### config.mk
export PLATFORM = sky130hd
export DESIGN_NAME = hbmon_top
export DESIGN_NICKNAME = d
export VERILOG_FILES = /design/src/rtl/hbmon_pkg.sv /design/src/rtl/hbmon_datapath.sv /design/src/rtl/hbmon_ctrl.sv /design/src/rtl/hbmon_top.sv
export SDC_FILE = /design/constraint.sdc
export NUM_CORES = 1
export LEC_CHECK = 0
export CORE_MARGIN = 5
export CORE_UTILIZATION = 51
export CTS_CLUSTER_DIAMETER = 200
export DETAILED_ROUTE_END_ITERATION = 12
export PLACE_DENSITY = 0.76
export SLEW_MARGIN = 0
export SYNTH_ARGS = -nofsm -noshare
export SYNTH_HDL_FRONTEND = slang
export SYNTH_HIERARCHICAL = 1
export SYNTH_SLANG_ARGS = --single-unit
### constraint.sdc
create_clock -name clk -period 2.5 [get_ports clk]
set_input_delay 0.25 -clock clk [delete_from_list [all_inputs] [get_ports clk]]
set_output_delay 0.25 -clock clk [all_outputs]
set_load 0.05 [all_outputs]
### src/rtl/hbmon_pkg.sv
package hbmon_pkg;
  localparam int NODE_W  = 7;
  localparam int GAP_W   = 16;
  localparam int STATE_W = 8;
  localparam int WORD_W  = 32;
  localparam int NODE_LSB = 16;

  // Per-slot strobes from control to datapath
  typedef struct packed {
    logic reload;   // restart gap counter, capture state byte
    logic count;    // consume one millisecond tick
  } hbStrobe_t;
endpackage

### src/rtl/hbmon_datapath.sv
module hbmon_datapath
  import hbmon_pkg::*;
#(
  parameter int NUM_ENTRIES = 4,
  parameter int ADDR_W = 2
) (
  input  logic clk,
  input  logic rstN,
  input  logic cfgWe,
  input  logic [ADDR_W-1:0] cfgAddr,
  input  logic [WORD_W-1:0] cfgWdata,
  input  logic [STATE_W-1:0] hbState,
  input  hbStrobe_t [NUM_ENTRIES-1:0] strobes,
  output logic [NODE_W-1:0] slotNode [NUM_ENTRIES],
  output logic [NUM_ENTRIES-1:0] slotEnabled,
  output logic [NUM_ENTRIES-1:0] cntAtOne,
  output logic [NUM_ENTRIES*STATE_W-1:0] entryState
);
  logic [NODE_W-1:0] wrNode;
  logic [GAP_W-1:0] wrGap;
  logic wrUsable;

  assign wrNode = cfgWdata[NODE_LSB +: NODE_W];
  assign wrGap  = cfgWdata[GAP_W-1:0];
  // an all-zero word, a zero node or a zero gap leaves the slot disabled
  assign wrUsable = (cfgWdata != '0) && (wrNode != '0) && (wrGap != '0);

  for (genvar i = 0; i < NUM_ENTRIES; i++) begin : g_slot
    logic [NODE_W-1:0] nodeQ;
    logic [GAP_W-1:0] gapQ;
    logic [GAP_W-1:0] remainQ;
    logic [STATE_W-1:0] stateQ;
    logic enQ;
    logic wrHit;

    assign wrHit = cfgWe && (cfgAddr == ADDR_W'(i));

    always_ff @(posedge clk) begin
      if (!rstN) begin
        nodeQ   <= '0;
        gapQ    <= '0;
        enQ     <= 1'b0;
        remainQ <= '0;
        stateQ  <= '0;
      end else begin
        if (wrHit) begin
          nodeQ <= wrNode;
          gapQ  <= wrGap;
          enQ   <= wrUsable;
        end
        if (strobes[i].reload) begin
          remainQ <= gapQ;
          stateQ  <= hbState;
        end else if (strobes[i].count) begin
          remainQ <= remainQ - 1'b1;
        end
      end
    end

    assign slotNode[i]    = nodeQ;
    assign slotEnabled[i] = enQ;
    assign cntAtOne[i]    = (remainQ == GAP_W'(1));
    assign entryState[i*STATE_W +: STATE_W] = stateQ;
  end
endmodule

### src/rtl/hbmon_ctrl.sv
module hbmon_ctrl
  import hbmon_pkg::*;
#(
  parameter int NUM_ENTRIES = 4,
  parameter int ADDR_W = 2
) (
  input  logic clk,
  input  logic rstN,
  input  logic cfgWe,
  input  logic [ADDR_W-1:0] cfgAddr,
  input  logic hbValid,
  input  logic [NODE_W-1:0] hbNodeId,
  input  logic msTick,
  input  logic [NODE_W-1:0] slotNode [NUM_ENTRIES],
  input  logic [NUM_ENTRIES-1:0] slotEnabled,
  input  logic [NUM_ENTRIES-1:0] cntAtOne,
  output hbStrobe_t [NUM_ENTRIES-1:0] strobes,
  output logic [NUM_ENTRIES-1:0] timeoutPulse,
  output logic [NUM_ENTRIES-1:0] monitorActive,
  output logic [NUM_ENTRIES-1:0] lapsed
);
  for (genvar i = 0; i < NUM_ENTRIES; i++) begin : g_slot
    logic wrHit, hbHit, expire;
    logic activeQ, lapsedQ, pulseQ;

    assign wrHit = cfgWe && (cfgAddr == ADDR_W'(i));
    assign hbHit = hbValid && slotEnabled[i] && (hbNodeId == slotNode[i]);

    // priority: write, then heartbeat, then tick
    assign strobes[i].reload = hbHit && !wrHit;
    assign strobes[i].count  = msTick && activeQ && !lapsedQ && !hbHit && !wrHit;
    assign expire = strobes[i].count && cntAtOne[i];

    always_ff @(posedge clk) begin
      if (!rstN) begin
        activeQ <= 1'b0;
        lapsedQ <= 1'b0;
        pulseQ  <= 1'b0;
      end else if (wrHit) begin
        activeQ <= 1'b0;
        lapsedQ <= 1'b0;
        pulseQ  <= 1'b0;
      end else if (hbHit) begin
        activeQ <= 1'b1;
        lapsedQ <= 1'b0;
        pulseQ  <= 1'b0;
      end else if (expire) begin
        lapsedQ <= 1'b1;
        pulseQ  <= 1'b1;
      end else begin
        pulseQ  <= 1'b0;
      end
    end

    assign timeoutPulse[i]  = pulseQ;
    assign monitorActive[i] = activeQ;
    assign lapsed[i]        = lapsedQ;
  end
endmodule

### src/rtl/hbmon_top.sv
module hbmon_top
  import hbmon_pkg::*;
#(
  parameter int NUM_ENTRIES = 4
) (
  input  logic clk,
  input  logic rstN,
  input  logic cfgWe,
  input  logic [$clog2(NUM_ENTRIES)-1:0] cfgAddr,
  input  logic [31:0] cfgWdata,
  input  logic hbValid,
  input  logic [6:0] hbNodeId,
  input  logic [7:0] hbState,
  input  logic msTick,
  output logic [NUM_ENTRIES-1:0] timeoutPulse,
  output logic anyTimeout,
  output logic [NUM_ENTRIES-1:0] monitorActive,
  output logic [NUM_ENTRIES-1:0] lapsed,
  output logic [NUM_ENTRIES*8-1:0] entryState
);
  localparam int ADDR_W = $clog2(NUM_ENTRIES);

  hbStrobe_t [NUM_ENTRIES-1:0] strobes;
  logic [NODE_W-1:0] slotNode [NUM_ENTRIES];
  logic [NUM_ENTRIES-1:0] slotEnabled;
  logic [NUM_ENTRIES-1:0] cntAtOne;

  hbmon_ctrl #(.NUM_ENTRIES(NUM_ENTRIES), .ADDR_W(ADDR_W)) u_ctrl (
    .clk(clk), .rstN(rstN), .cfgWe(cfgWe), .cfgAddr(cfgAddr),
    .hbValid(hbValid), .hbNodeId(hbNodeId), .msTick(msTick),
    .slotNode(slotNode), .slotEnabled(slotEnabled), .cntAtOne(cntAtOne),
    .strobes(strobes), .timeoutPulse(timeoutPulse),
    .monitorActive(monitorActive), .lapsed(lapsed)
  );

  hbmon_datapath #(.NUM_ENTRIES(NUM_ENTRIES), .ADDR_W(ADDR_W)) u_dp (
    .clk(clk), .rstN(rstN), .cfgWe(cfgWe), .cfgAddr(cfgAddr),
    .cfgWdata(cfgWdata), .hbState(hbState), .strobes(strobes),
    .slotNode(slotNode), .slotEnabled(slotEnabled), .cntAtOne(cntAtOne),
    .entryState(entryState)
  );

  assign anyTimeout = |timeoutPulse;
endmodule

==> impl_results.md <==
* Post-Syn Nets at 1,130
* Internal power at 0.00556 W
* Crit-path max FO at 2
* Worst hold endpoint: u_dp/g_slot[0].remainQ[4]$_SDFFE_PN0P_
* Clock Tree Buf Depth at 3
* Net switching power at 0.00163 W
* Ant. Diodes at 0
* WL/cell at 17.0 um
* Slowest CP cell: clkdlybuf4s50_1
* Clock power share at 47.3%
* FFs w/ async S/R, synth at 0%
* Worst R2R Path Depth at 7
* CTS clk-pin slew, worst paths at 0.06 ns
* Area occupied by multi-input gates at 4830 um^2
* Vias in the first global route at 7,551
* Largest net degree at the start of global routing at 50
* Hold Crit Class: in2reg
* PortBufs at 89
* Post-CTS Hold Buffers at 0
* Leakage at 4.21 nW
* # setup viols final at 0
* Sink Count at 204
* Crit path cell chain: or4_1, clkdlybuf4s50_1
* Crit path time final at 2.31 ns
* WS Path Type: reg2out
* Synth Flop Type: dfxtp_1
* Post-synth cell types at 55
* Register area share after synthesis at 43.8%
* # Max-Cap Violations at 0
* Cell area after layout at 11,600 um^2
* EDFF count, synth at 0
* Most frequent cells in the layout: nand2_1, dfxtp_1, a21boi_0
* Die width at 145 um
* Synth Instances at 1,068
* CP required at 2.25 ns
* VDD IR max at 495 uV
* Storage cell area at 4080 um^2
* Logic gate share of total power at 6.4%
* Fin. Hold Viols at 0
* Worst skew pair latency at 0.52 ns
* Layout cells sized above 1 at 12.2%
* RR Startpoint: u_dp/g_slot[0].nodeQ[0]$_SDFFE_PN0P_
* Global-route wire length before repair at 39,000 um
* Least-Margin Pin Slew at 0.742 ns
* TritonCTS Buffers at 23
* Estimated wirelength of the detail-placed design at 17,100 um
* GPL Wtd Cong at 0.883
* Pwr Density at 621 nW/um^2
* Worst EP arrival at 2.06 ns
* # H-tree levels at 1
* Mapped Avg Cell Area at 8.72 um^2
* First-pass DRT Iterations at 5
* Vias per Instance at 5.48
* Initial Util at 51.9%
* Routed WL at 24,400 um
* Top cells by area, synth: dfxtp_1, nand2_1, a21boi_0
* WHS Path Cells at 2
* Mapped Area at 9320 um^2
* Post-synthesis register bit count at 204
* Chip height at 145 um
* Slew Limit Fails at 0
* GR Overflow Total at 0
* GRT Util Overall at 22.2%
* Area growth from synthesis to layout at 24.4%
* Largest stage delay on the critical path at 0.72 ns
* Top delay family on crit path: buffers and inverters
* Crit path buffers/inverters at 1
* Nets at 1,246
* Clock skew at 0.0278 ns
* Std cell rows at 49
* Core area at 18,000 um^2
* DRC Markers at 0
* RSZ-0062 raised after global routing: no
* DIE AREA at 21,100 um^2
* Layout fillers at 1,488
* Post-synth top area cell: dfxtp_1
* Post-route antenna net violation count at 0
* Top Ports at 99
* Max Fclk at 0.432 GHz
* Worst reg-to-reg setup slack at 0.19 ns
* Root buffer cell: clkbuf_16
* Critical R2R Capture: u_dp/g_slot[0].remainQ[9]$_SDFFE_PN0P_
* Most common cell after layout, fill and taps aside: nand2_1
* Max-slew headroom at 50.1%
* Initial antenna violation count at 1
* Sequential Power Share at 46.3%
* Vias at 7,836
* Final cycle utilization of the critical path at 92.6%
* Worst hold start: rstN
* CTS tree: built
* Outcome: completed
* Design Power at 0.00720 W
* Sw Ratio at 22.7%
* First DRT Iteration DRCs at 596
* Synthesis warning total at 6
* Area share of the largest cell type after synthesis at 43.8%
* Worst setup SP type: flip-flop
* Cell Area, Placed at 10,800 um^2
* Worst setup EP type: output port
-- synth_stat cells (3+ instances only) --
cell type	count
and3b_1	3
o31ai_1	4
nand2b_1	7
and2_1	11
nor4bb_1	3
inv_1	13
or2_2	4
xnor2_2	3
a31oi_1	11
clkbuf_1	56
xor2_1	33
o21ai_0	56
a21oi_1	39
nand3b_1	6
nor4_4	4
or3_1	10
or4_1	7
nand2_1	213
a211oi_1	6
nor4_1	22
xnor2_1	38
dfxtp_1	204
ha_1	8
nand3_2	3
nor3_1	19
buf_4	16
buf_1	3
mux2i_1	32
nor2b_1	38
nand4_1	16
nor2_1	22
o21ba_1	4
o211a_1	6
a21boi_0	97
nand3_1	17
nor3b_1	8
-- power groups by stage --
| stage | registers (W) | logic [W] | clock network [W] |
|---|---|---|---|
| floorplan | 0.00340 | 0.000223 | 0 |
| global placement | 0.00340 | 0.000446 | 0 |
| detailed placement | 0.00341 | 0.000452 | 0 |
| CTS | 0.00333 | 0.000457 | 0.00346 |
| global route | 0.00334 | 0.000493 | 0.00362 |
| finish | 0.00333 | 0.000457 | 0.00340 |
-- timing repair --
| action | 4_1_cts | 5_1_grt |
|---|---|---|
| endpoints found under the setup margin | 0 | 1 |
| setup buffers | 0 | 0 |
| gates resized for setup | 0 | 1 |
-- worst max-delay path by stage --
stage / to / start / slack [ns] / cells after the start
finish: anyTimeout / u_ctrl/g_slot[0].pulseQ$_SDFF_PP0_ / 0.19 / 2
global route: u_dp/g_slot[0].remainQ[9]$_SDFFE_PN0P_ / u_dp/g_slot[0].nodeQ[0]$_SDFFE_PN0P_ / 0.03 / 7
CTS: anyTimeout / u_ctrl/g_slot[0].pulseQ$_SDFF_PP0_ / 0.17 / 2
detailed placement: u_dp/g_slot[0].remainQ[9]$_SDFFE_PN0P_ / hbNodeId[5] / -0.23 / 8
global placement: u_dp/g_slot[0].remainQ[9]$_SDFFE_PN0P_ / hbNodeId[0] / -0.19 / 8
floorplan: u_dp/g_slot[0].remainQ[9]$_SDFFE_PN0P_ / hbNodeId[6] / 0.11 / 9
-- sequential cells by signal (all words and copies together), names as in the netlist --
register and cells:
u_ctrl/g_slot.pulseQ 4, u_ctrl/g_slot.activeQ 4, u_dp/g_slot.enQ 4, u_dp/g_slot.stateQ 32, u_ctrl/g_slot.lapsedQ 4, u_dp/g_slot.nodeQ 28, u_dp/g_slot.gapQ 64, u_dp/g_slot.remainQ 64
-- worst reg2reg max path, delay by kind of cell, from the launching register on --
kind            cells  cell delay (ns)
compound gates      1             0.08
flops               1             0.35
simple gates        4             1.37
xor+xnor            2             0.40
-- routing by layer --
layer	global-route usage (%)	routed length, um
met1	27.7	10200
met2	38.5	11900
met3	3.46	1380
met4	8.35	898
met5	0	12
-- kinds of logic (layout without fill, tap and decap cells) --
logic type	Yosys count	after routing	synth area share (%)
AO/OA/AOI/OAI	230	230	16.2
XOR/XNOR	74	74	7.20
adder cells (fa/ha/maj)	8	8	1.07
buffers and inverters	92	225	4.54
flip-flops	204	204	43.8
multiplexers	32	32	3.44
AND/OR/NAND/NOR	428	428	23.7
-- stage by stage --
stage          cells  utilization, %  setup slack [ns]  hold slack [ns]  TNS, ns
5_1_grt         1430            64.5            0.0255            0.225        0
3_5_place_dp    1388            60.2            -0.231            0.452    -2.24
2_1_floorplan   1068               -             0.114            0.395        0
3_3_place_gp    1388            60.2            -0.194            0.445    -1.03
4_1_cts         1430            64.5             0.170            0.206        0
6_report        1430            64.5             0.186            0.211        0
-- area by class of cell --
class / instances / area share [%]
Multi-Input combinational cell: 772 / 41.6
Sequential cell: 204 / 35.2
Timing Repair Buffer: 170 / 13.6
Clock buffer: 31 / 5.66
Tap cell: 229 / 2.47
Clock inverter: 11 / 1.03
Inverter: 13 / 0.421
Note: power is estimated with default switching activity, not from simulation.
